<file path="src/rtl/lf_pkg.sv">
package lf_pkg;
    localparam int LF_ADDR_W      = 32;
    localparam int LF_GEN_W       = 8;
    localparam int LF_LINE_BYTES  = 64;
    localparam int LF_TABLE_DEPTH = 16;
endpackage

</file>
<file path="src/rtl/lf_next_line_table.sv">
module lf_next_line_table #(
    parameter int ADDR_W = 32,
    parameter int DEPTH  = 16
) (
    input  logic              clk,
    input  logic              rst_n,
    input  logic              train_valid,
    input  logic [ADDR_W-1:0] train_from,
    input  logic [ADDR_W-1:0] train_to,
    input  logic [ADDR_W-1:0] lookup_line,
    output logic              lookup_hit,
    output logic [ADDR_W-1:0] lookup_target
);
    localparam int IDX_W = $clog2(DEPTH);
    localparam logic [ADDR_W-1:0] STEP = ADDR_W'(1);

    logic [DEPTH-1:0]  valid_q, valid_d;
    logic [ADDR_W-1:0] tag_q [DEPTH];
    logic [ADDR_W-1:0] tag_d [DEPTH];
    logic [ADDR_W-1:0] tgt_q [DEPTH];
    logic [ADDR_W-1:0] tgt_d [DEPTH];

    logic [IDX_W-1:0] tr_idx, lk_idx;
    logic             tr_local;

    assign tr_idx   = train_from[IDX_W-1:0];
    assign lk_idx   = lookup_line[IDX_W-1:0];
    assign tr_local = (train_to == train_from) || (train_to == train_from + STEP);

    always_comb begin
        valid_d = valid_q;
        for (int i = 0; i < DEPTH; i++) begin
            tag_d[i] = tag_q[i];
            tgt_d[i] = tgt_q[i];
        end
        if (train_valid) begin
            if (tr_local) begin
                if (valid_q[tr_idx] && tag_q[tr_idx] == train_from)
                    valid_d[tr_idx] = 1'b0;
            end else begin
                valid_d[tr_idx] = 1'b1;
                tag_d[tr_idx]   = train_from;
                tgt_d[tr_idx]   = train_to;
            end
        end
    end

    assign lookup_hit    = valid_q[lk_idx] && (tag_q[lk_idx] == lookup_line);
    assign lookup_target = tgt_q[lk_idx];

    always_ff @(posedge clk) begin
        if (!rst_n) valid_q <= '0;
        else        valid_q <= valid_d;
    end

    for (genvar g = 0; g < DEPTH; g++) begin : g_slot
        always_ff @(posedge clk) begin
            tag_q[g] <= tag_d[g];
            tgt_q[g] <= tgt_d[g];
        end
    end

    assert_train_link_R9: assert property (@(posedge clk) disable iff (!rst_n)
        (train_valid && !tr_local) |=>
            (valid_q[$past(tr_idx)] && tag_q[$past(tr_idx)] == $past(train_from)
             && tgt_q[$past(tr_idx)] == $past(train_to)));

    assert_train_erase_R10: assert property (@(posedge clk) disable iff (!rst_n)
        (train_valid && tr_local && valid_q[tr_idx] && tag_q[tr_idx] == train_from)
            |=> !valid_q[$past(tr_idx)]);
endmodule

</file>
<file path="src/rtl/lf_fetch_ctrl.sv">
module lf_fetch_ctrl #(
    parameter int ADDR_W = 32,
    parameter int GEN_W  = 8,
    parameter int DATA_W = 512
) (
    input  logic              clk,
    input  logic              rst_n,
    input  logic              redir_valid,
    input  logic [GEN_W-1:0]  redir_gen,
    input  logic [ADDR_W-1:0] redir_to_line,
    output logic              mem_cmd_valid,
    input  logic              mem_cmd_ready,
    output logic [ADDR_W-1:0] mem_cmd_line,
    input  logic              mem_rsp_valid,
    output logic              mem_rsp_ready,
    input  logic [ADDR_W-1:0] mem_rsp_line,
    input  logic [DATA_W-1:0] mem_rsp_data,
    output logic              bnd_valid,
    input  logic              bnd_ready,
    output logic [GEN_W-1:0]  bnd_gen,
    output logic [ADDR_W-1:0] bnd_line,
    output logic [ADDR_W-1:0] bnd_next_line,
    output logic [DATA_W-1:0] bnd_data,
    output logic [ADDR_W-1:0] lookup_line,
    input  logic              lookup_hit,
    input  logic [ADDR_W-1:0] lookup_target
);
    localparam logic [ADDR_W-1:0] STEP = ADDR_W'(1);

    typedef struct packed {
        logic [GEN_W-1:0]  gen;
        logic [ADDR_W-1:0] ptr;
        logic              pend;
    } fetch_state_t;

    fetch_state_t st_q, st_d, st;

    always_comb begin
        st = st_q;
        if (redir_valid) begin
            st.gen  = redir_gen;
            st.ptr  = redir_to_line;
            st.pend = 1'b0;
        end
        lookup_line   = st.ptr;
        mem_rsp_ready = !st.pend || bnd_ready;
        bnd_valid     = st.pend && mem_rsp_valid && (mem_rsp_line == st.ptr);
        bnd_gen       = st.gen;
        bnd_line      = st.ptr;
        bnd_data      = mem_rsp_data;
        bnd_next_line = lookup_hit ? lookup_target : st.ptr + STEP;
        if (bnd_valid && bnd_ready) begin
            st.ptr  = bnd_next_line;
            st.pend = 1'b0;
        end
        mem_cmd_valid = !st.pend;
        mem_cmd_line  = st.ptr;
        if (mem_cmd_valid && mem_cmd_ready)
            st.pend = 1'b1;
        st_d = st;
    end

    always_ff @(posedge clk) begin
        if (!rst_n) st_q <= '0;
        else        st_q <= st_d;
    end

    assert_cmd_marks_pending_R2: assert property (@(posedge clk) disable iff (!rst_n)
        (mem_cmd_valid && mem_cmd_ready) |=> st_q.pend);

    assert_redirect_loads_R3: assert property (@(posedge clk) disable iff (!rst_n)
        redir_valid |=> (st_q.gen == $past(redir_gen)
                         && (st_q.ptr == $past(redir_to_line))));

    assert_idle_drops_R6: assert property (@(posedge clk) disable iff (!rst_n)
        !st_q.pend |-> mem_rsp_ready);

    assert_pointer_advance_R8: assert property (@(posedge clk) disable iff (!rst_n)
        (bnd_valid && bnd_ready) |=> st_q.ptr == $past(bnd_next_line));

    assert_redirect_wins_R12: assert property (@(posedge clk) disable iff (!rst_n)
        redir_valid |-> !bnd_valid);
endmodule

</file>
<file path="src/rtl/line_fetch_unit.sv">
module line_fetch_unit
    import lf_pkg::*;
#(
    parameter int ADDR_W      = LF_ADDR_W,
    parameter int GEN_W       = LF_GEN_W,
    parameter int LINE_BYTES  = LF_LINE_BYTES,
    parameter int TABLE_DEPTH = LF_TABLE_DEPTH,
    localparam int DATA_W     = LINE_BYTES * 8
) (
    input  logic              clk,
    input  logic              rst_n,
    input  logic              redir_valid,
    input  logic [GEN_W-1:0]  redir_gen,
    input  logic [ADDR_W-1:0] redir_from_line,
    input  logic [ADDR_W-1:0] redir_to_line,
    output logic              mem_cmd_valid,
    input  logic              mem_cmd_ready,
    output logic [ADDR_W-1:0] mem_cmd_line,
    input  logic              mem_rsp_valid,
    output logic              mem_rsp_ready,
    input  logic [ADDR_W-1:0] mem_rsp_line,
    input  logic [DATA_W-1:0] mem_rsp_data,
    output logic              bnd_valid,
    input  logic              bnd_ready,
    output logic [GEN_W-1:0]  bnd_gen,
    output logic [ADDR_W-1:0] bnd_line,
    output logic [ADDR_W-1:0] bnd_next_line,
    output logic [DATA_W-1:0] bnd_data
);
    logic [ADDR_W-1:0] lookup_line, lookup_target;
    logic              lookup_hit;

    lf_fetch_ctrl #(.ADDR_W(ADDR_W), .GEN_W(GEN_W), .DATA_W(DATA_W)) u_ctrl (
        .clk(clk), .rst_n(rst_n),
        .redir_valid(redir_valid), .redir_gen(redir_gen), .redir_to_line(redir_to_line),
        .mem_cmd_valid(mem_cmd_valid), .mem_cmd_ready(mem_cmd_ready), .mem_cmd_line(mem_cmd_line),
        .mem_rsp_valid(mem_rsp_valid), .mem_rsp_ready(mem_rsp_ready),
        .mem_rsp_line(mem_rsp_line), .mem_rsp_data(mem_rsp_data),
        .bnd_valid(bnd_valid), .bnd_ready(bnd_ready), .bnd_gen(bnd_gen),
        .bnd_line(bnd_line), .bnd_next_line(bnd_next_line), .bnd_data(bnd_data),
        .lookup_line(lookup_line), .lookup_hit(lookup_hit), .lookup_target(lookup_target)
    );

    lf_next_line_table #(.ADDR_W(ADDR_W), .DEPTH(TABLE_DEPTH)) u_table (
        .clk(clk), .rst_n(rst_n),
        .train_valid(redir_valid), .train_from(redir_from_line), .train_to(redir_to_line),
        .lookup_line(lookup_line), .lookup_hit(lookup_hit), .lookup_target(lookup_target)
    );
endmodule

</file>
<file path="config.mk">
export PLATFORM = sky130hd
export DESIGN_NAME = line_fetch_unit
export DESIGN_NICKNAME = d
export VERILOG_FILES = /design/src/rtl/lf_pkg.sv /design/src/rtl/lf_next_line_table.sv /design/src/rtl/lf_fetch_ctrl.sv /design/src/rtl/line_fetch_unit.sv
export SDC_FILE = /design/constraint.sdc
export NUM_CORES = 2
export LEC_CHECK = 0
export BUFFER_PORTS_ARGS = -buffer_cell sky130_fd_sc_hd__buf_4
export CAP_MARGIN = 10
export CORE_AREA = 2 2 487 489
export CTS_CLUSTER_DIAMETER = 120
export DETAILED_ROUTE_END_ITERATION = 12
export DIE_AREA = 0 0 489 491
export HOLD_SLACK_MARGIN = 0.12
export SYNTH_ARGS = -nofsm -noshare
export SYNTH_HDL_FRONTEND = slang
export SYNTH_HIERARCHICAL = 1
export SYNTH_SLANG_ARGS = --single-unit
</file>
<file path="constraint.sdc">
create_clock -name clk -period 6.82 [get_ports clk]
set_clock_uncertainty 0.1 [all_clocks]
set_input_delay 1.023 -clock clk [delete_from_list [all_inputs] [get_ports clk]]
set_output_delay 1.023 -clock clk [all_outputs]
set_load 0.005 [all_outputs]
</file>
======== Yosys cells after proc, flatten, opt, wreduce, memory -nomap -nowiden ========
Memory sizes are Yosys's and may differ from the RTL's.
Index checks and enable logic that the tools add are counted.
storage, ports and cells
  output and inout port bits .............. 619
  word-level logic and storage cells ...... 56
  register bits after elaboration ......... 57
  RAM bits ................................ 1024
  memories ................................ 2
memory list
  name           words  bits a word  rd ports  clocked after Yosys merged registers in  write ports  RTL line                  source
  u_table.tag_q  16     32           18        0                                        16           lf_next_line_table.sv:18  logic [ADDR_W-1:0] tag_q [DEPTH];
  u_table.tgt_q  16     32           17        0                                        16           lf_next_line_table.sv:20  logic [ADDR_W-1:0] tgt_q [DEPTH];
cells by class
  magnitude comparators ................... 5
  multiplexer cells ....................... 20
  equal/unequal tests ..................... 6
  bitwise operators ....................... 4
  $add $sub $neg .......................... 2
  reduce and logical (&&, ||, !) cells .... 13
operators with widths
  kind                   count
  $mux 512               4
  $bwmux 512             2
  $eq 32x32->1           5
  $demux 32 s4           1
  $add 32x1->32 const B  2
  $mux 32                2
  $mux 41                1
  $mux 33                1
  $mux 16                2
  $and 16x16->16         1
  $not 16->16            1
  $or 16x16->16          1
  $lt 4x5->1 const B     2
  $bmux 1 s4             2
  $logic_and 1x1->1      8
  $ge 5x5->1 const B     1
  $lt 5x1->1 const B     1
  $not 4->5              1
  $demux 1 s4            1
  $ge 4x1->1 const B     1
  $mux 1                 4
  $logic_not 1->1        2
  $logic_or 1x1->1       2
  $ne 2x2->1 const B     1
  $reduce_and 2->1       1

======== Logic depth before layout (Yosys ltp) ========
  word-level depth ........................ 9
  depth in mapped cells ................... 26
  mapped depth without buffers ............ 16

======== Cells and area by module ========
Netlist, hierarchy kept.
modules (own cells, without submodules)
  module              area each (um^2)  cells each  times used  sequential area each (um^2)
  lf_next_line_table  45773.9           2282        1           31069.8
  lf_fetch_ctrl       8458.1            1099        1           820.8

======== Worst setup path before layout ========
No wires, ideal clock.
  path kind ............................... input to output
  from .................................... input port redir_valid
  to ...................................... output port mem_cmd_line[19]
  data required time ...................... 5697 ps
  cell stages on the path ................. 21
  setup slack ............................. -199 ps
  arrival ................................. 5896 ps
  path through ............................ buf_6 > buf_6 > buf_8 > mux2i_1 > inv_1 > buf_4 > clkbuf_1 > buf_4 > buf_1 > mux4_2 > mux4_2 > xor2_1 > nor4_1 > nand4_1 > nor4_1 > clkbuf_1 > clkbuf_1 > clkbuf_1 > clkbuf_1 > o21a_1 > buf_4
RTL lines
  element      RTL line               source
  from (decl)  line_fetch_unit.sv:12  input logic redir_valid,
  to (decl)    line_fetch_unit.sv:18  output logic [ADDR_W-1:0] mem_cmd_line,

======== Final worst setup path ========
  from .................................... input port redir_valid
  to ...................................... output port mem_cmd_line[25]
on the way
  longest elaborated chain between the ends .. 6
RTL lines
  element                                             RTL line                  source
  $mux 41 (*)                                         lf_fetch_ctrl.sv:40       if (redir_valid) begin
  $mem_v2 16x32 / $bmux 1 s4 (equally long branches)  -
  $eq 32x32->1 / $mux 1 (equally long branches)       lf_next_line_table.sv:48  assign lookup_hit = valid_q[lk_idx] && (tag_q[lk_idx] == lookup_line);
  $logic_and 1x1->1 (*)                               lf_next_line_table.sv:48
  net lookup_hit                                      line_fetch_unit.sv:31     logic lookup_hit;
  $mux 32 (*)                                         lf_fetch_ctrl.sv:51       bnd_next_line = lookup_hit ? lookup_target : st.ptr + STEP;
  $mux 33 (*)                                         lf_fetch_ctrl.sv:52       if (bnd_valid && bnd_ready) begin
The timed path passes the listed nets; every way through them passes the cells marked *. The select of a mux whose other input is x is not followed.

==> metrics.csv <==
stage,metric,value,unit
die,Die Wd,489,µm
clocking,CTS tree,yes,
setup_path,Slowest Stage Delay on Critical Path,0.56,ns
global_route,GRT Residual Overflow,0,
synthesis,top post-synthesis cells by count,"edfxtp_1, buf_4, mux4_2, mux2i_1, nand2_1",
clocking,# clock sinks,1081,
place,placed insts,6173,
synthesis,yosys warns,6,
timing,Worst Tran Pin Value,1.163,ns
timing,fin. max-slew vios,0,
place,"Cell Area, Placed",56400,µm²
timing,Worst Hold Slack,0.4515,ns
die,core footprint,234500,µm²
synthesis,Post-Syn Area per Cell,16.04,µm²
detailed_routing,WL final,350.5,mm
finish,area grow syn2layout,10.87,%
clocking,Bufs on Longest Clock Path,3,
clocking,root buf cell,clkbuf_16,
timing,final setup slack of the worst path,0.04262,ns
die,Die Area,240100,µm²
flow_run,Max Cap Violations,0,
synthesis,Yosys reg bits,1081,
finish,"Design Area, Final",60130,µm²
setup_path,Crit Path Class,input port to output pin,
setup_path,Critical Path AT,5.65,ns
place,GPL Wtd Cong,0.9471,
die,# rows,178,
clocking,Worst-path clk slew,0.06,ns
timing,Tcrit/Tclk final,99.38,%
timing,Max Freq,147.6,MHz
finish,layout cells sized above 1,34.05,%
timing,Slew HR,22.30,%
hold_path,worst min path class,register to register,
synthesis,net count after synthesis,4008,
setup_path,CP Launch Type,input port,
detailed_routing,wire per inst,55.05,µm
synthesis,"count leader, synth",edfxtp_1,
synthesis,dominant synthesized flop cell,edfxtp_1,
place,I/O Buffers,216,
status,status,completed,
timing,number of hold violations in the final report,0,
detailed_routing,via count,33630,
die,die span in y,491,µm
power,overall power,15470,µW
setup_path,worst path bufs/invs,8,
setup_path,Slowest cell on crit path,mux4_2,
global_route,global-route usage over all layers,28.18,%
clocking,Worst-Skew Late Latency,0.74,ns
place,worst slack at placement,-1.011,ns
setup_path,maximum fanout along the worst path,21,
die,Ports,1241,
synthesis,synth top area cells,"edfxtp_1, mux4_2, buf_4",
global_route,initial antenna violation count,7,
synthesis,cells after synthesis,3381,
clocking,CTS Hold Bufs,0,
finish,Final nets,3756,
synthesis,"EDFF count, synth",1024,
clocking,H-tree Lvls,3,
synthesis,post-synthesis cell area,54230,µm²
global_route,first-pass GRT wire length,420.0,mm
synthesis,Yosys top cell area share,56.70,%
synthesis,asr flop ratio synth,0,%
timing,min Tclk post-route,6.777,ns
detailed_routing,DR DRC count,0,
place,hpwl dp,287.7,mm
setup_path,Critical Path End Type,output pin,
timing,setup violators final,0,
global_route,vias in the first global route,31051,
power,leakage power,0.01912,µW
clocking,Inserted Clock Buffers,101,
setup_path,critical path's top delay family,buffers and inverters,
setup_path,crit-path cells,buf_4 > mux2i_1 > buf_4 > inv_16 > buf_12 > mux4_2 > mux4_2 > xor2_1 > nor4_1 > nand4_1 > nor4_2 > buf_4 > clkinvlp_4 > nand3_1 > nor3_1 > a211oi_4 > buf_4 > mux2_2 > buf_4,
synthesis,Unique masters post-synth,90,
finish,fin cells,6367,
detailed_routing,Detailed Route Iter0 Violations,5485,
synthesis,cell taking the most area after synthesis,edfxtp_1,
detailed_routing,via/cell ratio,5.282,
synthesis,part of the Yosys area used for sequential elements,58.80,%
setup_path,Worst path most repeated cell,buf_4,
detailed_routing,drt first pass iters,6,
die,Initial Util,23.12,%
global_route,pin count of the biggest net entering global routing,95,
detailed_routing,Post-DRT Antenna Nets,0,
power,worst vdd ir,194.5,µV
setup_path,WP data required,5.70,ns
power,P per Cell Area,257.2,nW/µm²
through the flow:
step | utilization (%) | setup TNS, ns
detailed placement | 24.05 | -21.81
global route | 25.64 | -0.001914
CTS | 25.62 | 0
finish | 25.64 | 0
global placement | 24.05 | -25.04
floorplan | - | 0
area by class of cell:
type	count	area, µm²
Tap cell	3150	3941
Clock buffer	120	2661
Timing Repair Buffer	414	3562
Inverter	45	222.7
Sequential cell	1081	31890
Clock inverter	70	872.1
Multi-Input combinational cell	1486	16970
Antenna cell	1	2.502
Fill cell	23652	174400
flip-flops by register name, indices dropped and copies added (netlist names), named ones only:
name	count
u_ctrl/st_q	41
u_table/tag_q	512
u_table/tgt_q	512
routing by layer:
layer | vias up | wire length [µm] | track usage [%]
met5 | - | 3202 | 9.843
met4 | 34 | 11070 | 7.439
met3 | 342 | 101100 | 33.31
met2 | 3837 | 148500 | 41.20
met1 | 17155 | 86610 | 23.44
li1 | 12262 | - | -
cell usage in the layout, fill, tap and decap left out, types with 9 or more instances in the layout:
master     count
o21ai_0       49
dfxtp_1       54
edfxtp_1    1024
a22oi_1       17
a21oi_1       52
mux2_2        50
nor4_1        43
nand3b_1       9
xnor2_1       74
nand3_1       40
bufinv_16     18
nand2_1       98
o31ai_1       13
nor3_1        21
and2_1        38
xor2_1        72
clkbuf_16    103
a221oi_1      19
a31oi_1       17
o22ai_1       12
mux2i_1       97
nor3b_1       10
nand4_1       42
inv_1         39
o21a_1        21
and2_4        14
a211oi_1      16
clkinv_2      22
nor2b_1       17
buf_4        376
clkinv_1      15
clkbuf_1      15
mux4_2       399
buf_12        31
nand2b_1      13
and3_1        23
nor2_1        61
what timing repair did:
item                                    CTS  global route
buffers inserted                          0             2
endpoints found under the setup margin   64             5
pin swaps                                 1             1
gates resized for setup                  18             4
cloned                                    1             0
worst reg2reg max path: stages (launching register included):
cell and delay [ns]:
dfxtp_2 0.48, mux2i_1 0.13, buf_4 0.19, inv_16 0.15, buf_12 0.20, mux4_2 0.56
mux4_2 0.56, xor2_1 0.28, nor4_1 0.30, nand4_1 0.23, nor4_2 0.31, buf_4 0.26
clkinvlp_4 0.22, nand3_1 0.11, nor3_1 0.08, a211oi_4 0.41, buf_4 0.20, mux2_2 0.16
buf_4 0.14, and2_1 0.16
report_power, final:
part	internal [µW]	total, µW	switching [µW]
clock	3460	6070	2610
combinational	771	1940	1170
sequential	7400	7460	58.5
total	11600	15500	3840
path summary, 6_finish.rpt:
check / cells past startpoint / endpoint / slack, ns / startpoint
worst max-delay path: 19 / mem_cmd_line[25] / 0.04 / redir_valid
worst min-delay path: 2 / register / 0.45 / register
worst max register to register: 19 / u_ctrl/st_q[26]$_SDFF_PN0_ / 1.54 / u_ctrl/st_q[1]$_SDFF_PN0_
worst min register to register: 2 / register / 0.45 / register
kinds of logic after synthesis:
family / count (synthesis) / synth area share, %
multiplexers: 558 / 19.73
adder cells (fa/ha/maj): 5 / 0.1154
AO/OA/AOI/OAI: 303 / 3.991
AND/OR/NAND/NOR: 473 / 4.817
buffers and inverters: 814 / 10.17
XOR/XNOR: 147 / 2.374
flip-flops: 1081 / 58.80
No activity file was read; power rests on OpenSTA's default activity.
